<file path="src/rtl/cas_csr_pkg.sv">
package cas_csr_pkg;
  localparam int unsigned BYTE_W = 8;
  localparam int unsigned CSR_W  = 2 * BYTE_W;
  localparam int unsigned N_STS  = 8;
  // status strobe indices
  localparam int unsigned S_ERR  = 0;
  localparam int unsigned S_CRC  = 1;
  localparam int unsigned S_BEOT = 2;
  localparam int unsigned S_WLK  = 3;
  localparam int unsigned S_EOF  = 4;
  localparam int unsigned S_TIM  = 5;
  localparam int unsigned S_EMP  = 6;
  localparam int unsigned S_RDY  = 7;
  // CSR bit positions (software-visible layout)
  localparam int unsigned B_GO   = 0;
  localparam int unsigned B_FNLO = 1;
  localparam int unsigned B_CSEQ = 4;
  localparam int unsigned B_RDY  = 5;
  localparam int unsigned B_IE   = 6;
  localparam int unsigned B_TR   = 7;
  localparam int unsigned B_UNIT = 8;
  localparam int unsigned FN_W   = 3;
endpackage

</file>
<file path="src/rtl/cas_csr_merge.sv">
module cas_csr_merge #(
  parameter int unsigned W = 16
) (
  input  logic [W-1:0] cur_i,
  input  logic [W-1:0] wdata_i,
  input  logic         byte_i,
  input  logic         odd_i,
  output logic [W-1:0] merged_o
);
  localparam int unsigned H = W / 2;

  always_comb begin
    if (!byte_i)     merged_o = wdata_i;
    else if (odd_i)  merged_o = {wdata_i[H-1:0], cur_i[H-1:0]};
    else             merged_o = {cur_i[W-1:H], wdata_i[H-1:0]};
  end
endmodule

</file>
<file path="src/rtl/cas_csr_xfer.sv">
module cas_csr_xfer (
  input  logic clk_i,
  input  logic rst_ni,
  input  logic clr_i,
  input  logic req_i,
  output logic tr_o,
  output logic tim_o
);
  logic tr_q, tr_kept;

  // bus clears act before the new request is judged
  assign tr_kept = tr_q & ~clr_i;
  assign tim_o   = req_i & tr_kept;

  always_ff @(posedge clk_i or negedge rst_ni) begin
    if (!rst_ni) tr_q <= 1'b0;
    else         tr_q <= tr_kept | req_i;
  end

  assign tr_o = tr_q;
endmodule

</file>
<file path="src/rtl/cas_csr_status.sv">
module cas_csr_status #(
  parameter int unsigned N = 8,
  parameter logic [N-1:0] RST_VAL = '0
) (
  input  logic         clk_i,
  input  logic         rst_ni,
  input  logic         clr_i,
  input  logic [N-1:0] set_i,
  output logic [N-1:0] sts_o
);
  logic [N-1:0] sts_q;

  always_ff @(posedge clk_i or negedge rst_ni) begin
    if (!rst_ni) sts_q <= RST_VAL;
    else         sts_q <= (clr_i ? '0 : sts_q) | set_i;
  end

  assign sts_o = sts_q;
endmodule

</file>
<file path="src/rtl/cas_csr_if.sv">
module cas_csr_if
  import cas_csr_pkg::*;
(
  input  logic              clk_i,
  input  logic              rst_ni,
  input  logic              bus_wr_i,
  input  logic              bus_rd_i,
  input  logic [1:0]        bus_addr_i,
  input  logic              bus_byte_i,
  input  logic [CSR_W-1:0]  bus_wdata_i,
  output logic [CSR_W-1:0]  bus_rdata_o,
  input  logic              seq_busy_i,
  input  logic [N_STS-1:0]  seq_set_i,
  input  logic              seq_xfer_req_i,
  input  logic              seq_in_load_i,
  input  logic [BYTE_W-1:0] seq_in_byte_i,
  output logic              go_o,
  output logic              unit_o,
  output logic [FN_W-1:0]   func_o,
  output logic              crc_seq_o,
  output logic [BYTE_W-1:0] out_byte_o,
  output logic              irq_o
);
  localparam logic [N_STS-1:0] STS_RST = N_STS'(1) << S_RDY;

  logic              csr_wr, db_rd, db_wr_lo, start;
  logic [CSR_W-1:0]  csr_q, merged;
  logic [N_STS-1:0]  sts, sts_set;
  logic              tr, tim, tr_clr;
  logic              unit_q, ie_q, cseq_q, go_q;
  logic [FN_W-1:0]   fn_q;
  logic [BYTE_W-1:0] in_q, out_q;

  assign csr_wr   = bus_wr_i & ~bus_addr_i[1];
  assign db_rd    = bus_rd_i &  bus_addr_i[1];
  assign db_wr_lo = bus_wr_i &  bus_addr_i[1] & ~(bus_byte_i & bus_addr_i[0]);

  assign csr_q = {sts[S_ERR], sts[S_CRC], sts[S_BEOT], sts[S_WLK], sts[S_EOF],
                  sts[S_TIM], sts[S_EMP], unit_q, tr, ie_q, sts[S_RDY], cseq_q,
                  fn_q, 1'b0};

  cas_csr_merge #(.W(CSR_W)) u_merge (
    .cur_i   (csr_q),
    .wdata_i (bus_wdata_i),
    .byte_i  (bus_byte_i),
    .odd_i   (bus_addr_i[0]),
    .merged_o(merged)
  );

  assign start  = csr_wr & merged[B_GO] & ~seq_busy_i;
  assign tr_clr = start | db_rd | db_wr_lo | (csr_wr & merged[B_CSEQ]);

  cas_csr_xfer u_xfer (
    .clk_i (clk_i),
    .rst_ni(rst_ni),
    .clr_i (tr_clr),
    .req_i (seq_xfer_req_i),
    .tr_o  (tr),
    .tim_o (tim)
  );

  always_comb begin
    sts_set        = seq_set_i;
    sts_set[S_ERR] = seq_set_i[S_ERR] | tim;
    sts_set[S_TIM] = seq_set_i[S_TIM] | tim;
  end

  cas_csr_status #(.N(N_STS), .RST_VAL(STS_RST)) u_sts (
    .clk_i (clk_i),
    .rst_ni(rst_ni),
    .clr_i (start),
    .set_i (sts_set),
    .sts_o (sts)
  );

  always_ff @(posedge clk_i or negedge rst_ni) begin
    if (!rst_ni) begin
      unit_q <= 1'b0;
      ie_q   <= 1'b0;
      cseq_q <= 1'b0;
      fn_q   <= '0;
      go_q   <= 1'b0;
      in_q   <= '0;
      out_q  <= '0;
    end else begin
      go_q <= start;
      if (csr_wr) begin
        unit_q <= merged[B_UNIT];
        ie_q   <= merged[B_IE];
        cseq_q <= merged[B_CSEQ];
        fn_q   <= merged[B_FNLO +: FN_W];
      end
      if (seq_in_load_i) in_q  <= seq_in_byte_i;
      if (db_wr_lo)      out_q <= bus_wdata_i[BYTE_W-1:0];
    end
  end

  assign bus_rdata_o = bus_addr_i[1] ? {{(CSR_W-BYTE_W){1'b0}}, in_q} : csr_q;
  assign go_o        = go_q;
  assign unit_o      = unit_q;
  assign func_o      = fn_q;
  assign crc_seq_o   = cseq_q;
  assign out_byte_o  = out_q;
  assign irq_o       = ie_q & (tr | sts[S_RDY]);
endmodule

</file>
<file path="config.mk">
export PLATFORM = sky130hd
export DESIGN_NAME = cas_csr_if
export DESIGN_NICKNAME = d
export VERILOG_FILES = /design/src/rtl/cas_csr_pkg.sv /design/src/rtl/cas_csr_merge.sv /design/src/rtl/cas_csr_xfer.sv /design/src/rtl/cas_csr_status.sv /design/src/rtl/cas_csr_if.sv
export SDC_FILE = /design/constraint.sdc
export NUM_CORES = 1
export LEC_CHECK = 0
export ABC_AREA = 1
export BUFFER_PORTS_ARGS = -buffer_cell sky130_fd_sc_hd__buf_2
export CAP_MARGIN = 20
export CORE_ASPECT_RATIO = 1.5
export CORE_MARGIN = 2
export CORE_UTILIZATION = 30
export CTS_CLUSTER_SIZE = 40
export DETAILED_ROUTE_END_ITERATION = 8
export GPL_ROUTABILITY_DRIVEN = 1
export HOLD_SLACK_MARGIN = 0.06
export MAX_ROUTING_LAYER = met4
export PLACE_DENSITY = 0.53
export SYNTH_ARGS = -nofsm -noshare
export SYNTH_HDL_FRONTEND = slang
export SYNTH_SLANG_ARGS = --single-unit
</file>
<file path="constraint.sdc">
create_clock -name clk_i -period 1.94 [get_ports clk_i]
set_input_delay 0.194 -clock clk_i [delete_from_list [all_inputs] [get_ports clk_i]]
set_output_delay 0.194 -clock clk_i [all_outputs]
set_load 0.02 [all_outputs]
</file>
==> run summary <==
================================================================================
Status ............................................................ finished, final reports clean
Core Region ....................................................... 0.004810 mm^2
Total negative slack for setup checks .............................         0 ns
CP Max Fanout .....................................................            3
Post-Synthesis Cell Area .......................................... 0.001485 mm^2
Area overhead of the layout relative to synthesis .................       31.09%
Clock tree root buffer cell .......................................     clkbuf_8
CTS buffer count ..................................................            5
Placer Congestion .................................................       0.7021
Hold Violations, Final ............................................            0
Final net count ...................................................          267
Comb pwr share ....................................................        0.235
Antenna viol nets, final ..........................................            0
Number of placed cells counting well taps .........................          283
Relative slew slack ...............................................       0.5271
Post-DP HPWL ......................................................      2453 um
Reg power frac ....................................................        0.473
Worst VDD drop ....................................................    0.3295 mV
Final setup skew ..................................................  0.001534 ns
Switch Pwr ........................................................    0.5008 mW
Global-route wire length before repair ............................      5264 um
Via density .......................................................        4.123
Largest net degree at the start of global routing .................           33
FF+latch count, synth .............................................           32
Number of buffers added on ports ..................................           65
Total Routing Usage GR ............................................       0.1278
Grt ovf ...........................................................            0
Number of sinks handled by clock tree synthesis ...................           32
Setup fix buffers added after clock tree synthesis ................            0
Die H .............................................................     90.17 um
Worst Path Class, Setup ........................................... flop to output port
Die X-Extent ......................................................     61.45 um
Vias ..............................................................         1204
Period utilization ................................................       0.7197
Post-cts gate resize count ........................................            0
Sum of routed wire length over all layers .........................      3180 um
Setup repair after global routing missed its margin ...............        false
Tightest Hold Check Type .......................................... input pin to flop
Mean cell area of the mapped netlist ..............................   9.460 um^2
Row cnt ...........................................................           31
Boundary pin count ................................................           73
Top library cells by usage in the layout, fill and taps aside ..... buf_2 (65), dfrtp_1 (31), nand2_1 (29), inv_1 (24)
Part of the total power dissipated in the clock network ...........        0.292
Detailed Routing Iterations Pass 1 ................................            2
Total of warnings raised by yosys .................................            0
Post-cts hold buffer count ........................................            1
Crit start category ...............................................         flop
Worst-path clk slew ...............................................      0.06 ns
Arrival time at the worst endpoint ................................      1.20 ns
Starting utilization of the core area .............................       0.3088
Antenna diode count ...............................................            0
Via count of the first global-routing pass ........................         1173
MaxCap Viol Count .................................................            0
Clock period minus final worst setup slack ........................     1.396 ns
Switching share of power ..........................................       0.3079
Routed length per instance ........................................     10.89 um
P_int .............................................................     1.126 mW
Die footprint ..................................................... 0.005541 mm^2
Type of destination of the critical path ..........................  output port
Synthesized netlist net count .....................................          199
DR iter-0 viols ...................................................           48
Later-pin clock latency in the skew report ........................      0.27 ns
Share of cells above drive strength 1 .............................       0.4115
Clock tree from TritonCTS .........................................          yes
Sequential cell area fraction in the yosys report .................       0.5400
Final instance count without filler cells .........................          292
Highest clock rate ................................................    716.2 MHz
Number of pins with negative max-slew slack in the final report ...            0
Worst slack at placement ..........................................    0.6678 ns
Post-synthesis instance total .....................................          157
Number of design rule violations left after detail routing ........            0
Worst path setup slack after routing ..............................    0.5438 ns
H-Tree Level Count ................................................            2
Yosys cell types ..................................................           21
Number of antenna violations at the first check in global routing .            0
Fillcell total ....................................................          539
Max clock buf depth ...............................................            2
Number of setup violations in the final report ....................            0
Final Core Density ................................................       0.4048
Total leakage power ...............................................     1.103 nW
Cell Pwr Density .................................................. 835.6 mW/mm^2
Leading cell type in the layout, fill and taps excluded ...........        buf_2
Required time at the worst-slack endpoint .........................      1.75 ns
Actual slew at the worst max-slew pin .............................    0.7094 ns
================================================================================
[area by class of cell]
class / count / area (um^2) / area share
Sequential cell: 32 / 802.0 / 0.4120
Clock buffer: 7 / 76.32 / 0.03920
Timing Repair Buffer: 66 / 335.3 / 0.1722
Multi-Input combinational cell: 93 / 539.3 / 0.2770
Inverter: 27 / 106.4 / 0.05463
Tap cell: 66 / 82.58 / 0.04242
Clock inverter: 1 / 5.005 / 0.002571
[power groups by stage]
stage / Clock (mW) / Combinational [mW] / Sequential, mW
floorplan: 0 / 0.190 / 0.831
global placement: 0 / 0.386 / 0.781
detailed placement: 0 / 0.389 / 0.781
CTS: 0.501 / 0.391 / 0.770
global route: 0.537 / 0.425 / 0.778
finish: 0.475 / 0.383 / 0.769
[stage by stage]
stage               total power, mW  hold slack (ns)  area (um^2)
detailed placement            1.170           0.2891         1856
CTS                           1.662           0.1048         1947
finish                        1.627           0.1106         1947
global placement              1.167           0.2977         1856
global route                  1.739           0.1065         1947
floorplan                     1.021          -0.1016         1485
[layer usage]
metal | vias up | track usage | wire length [um]
li1 | 627 | - | -
met4 | 0 | 0.04787 | 56
met5 | - | - | 0
met3 | 6 | 0.03741 | 218
met1 | 529 | 0.1478 | 1353
met2 | 42 | 0.2039 | 1551
[cell families (layout without fill, tap and decap cells)]
logic type             Yosys count  count (layout)  share of synthesized area
AO/OA/AOI/OAI                   34              34                     0.1424
buffers and inverters           32             101                    0.09688
flip-flops                      32              32                     0.5400
multiplexers                     5               5                    0.03791
AND/OR/NAND/NOR                 54              54                     0.1828
[synthesized netlist by cell type, drive strengths merged]
library cell	n	area share
dfrtp	31	0.52
nand3	6	0.029
mux2	5	0.038
buf	5	0.025
nor2	14	0.046
nand2	33	0.10
dfstp	1	0.018
inv	26	0.066
o21ai	20	0.083
o21bai	6	0.030
nand4	1	0.0042
a21oi	8	0.029
clkinv	1	0.0059
[flip-flops by register name, summed over array words and instances, names as in the netlist]
name         count
out_byte_o       8
unit_o           1
in_q             8
ie_q             1
u_xfer.tr_o      1
u_sts.sts_o      8
go_o             1
func_o           3
crc_seq_o        1
[final timing paths]
check	start	depth (start not counted)	slack, ns	end
worst max-delay path	u_sts.sts_o[7]	3	0.54	irq_o
worst min-delay path	seq_set_i[5]	3	0.11	u_sts.sts_o[5]
worst max register to register	crc_seq_o	5	1.04	u_sts.sts_o[0]
worst min register to register	out_byte_o[5]	2	0.48	out_byte_o[5]
max in group asynchronous	rst_ni	2	0.97	u_sts.sts_o[2]
min in group asynchronous	rst_ni	2	0.51	in_q[1]
[critical path: stages, from the launching register on]
cell	delay, ns
dfstp_2	0.51
inv_1	0.06
a21oi_1	0.17
buf_2	0.18
(Power assumes the default switching activity.)
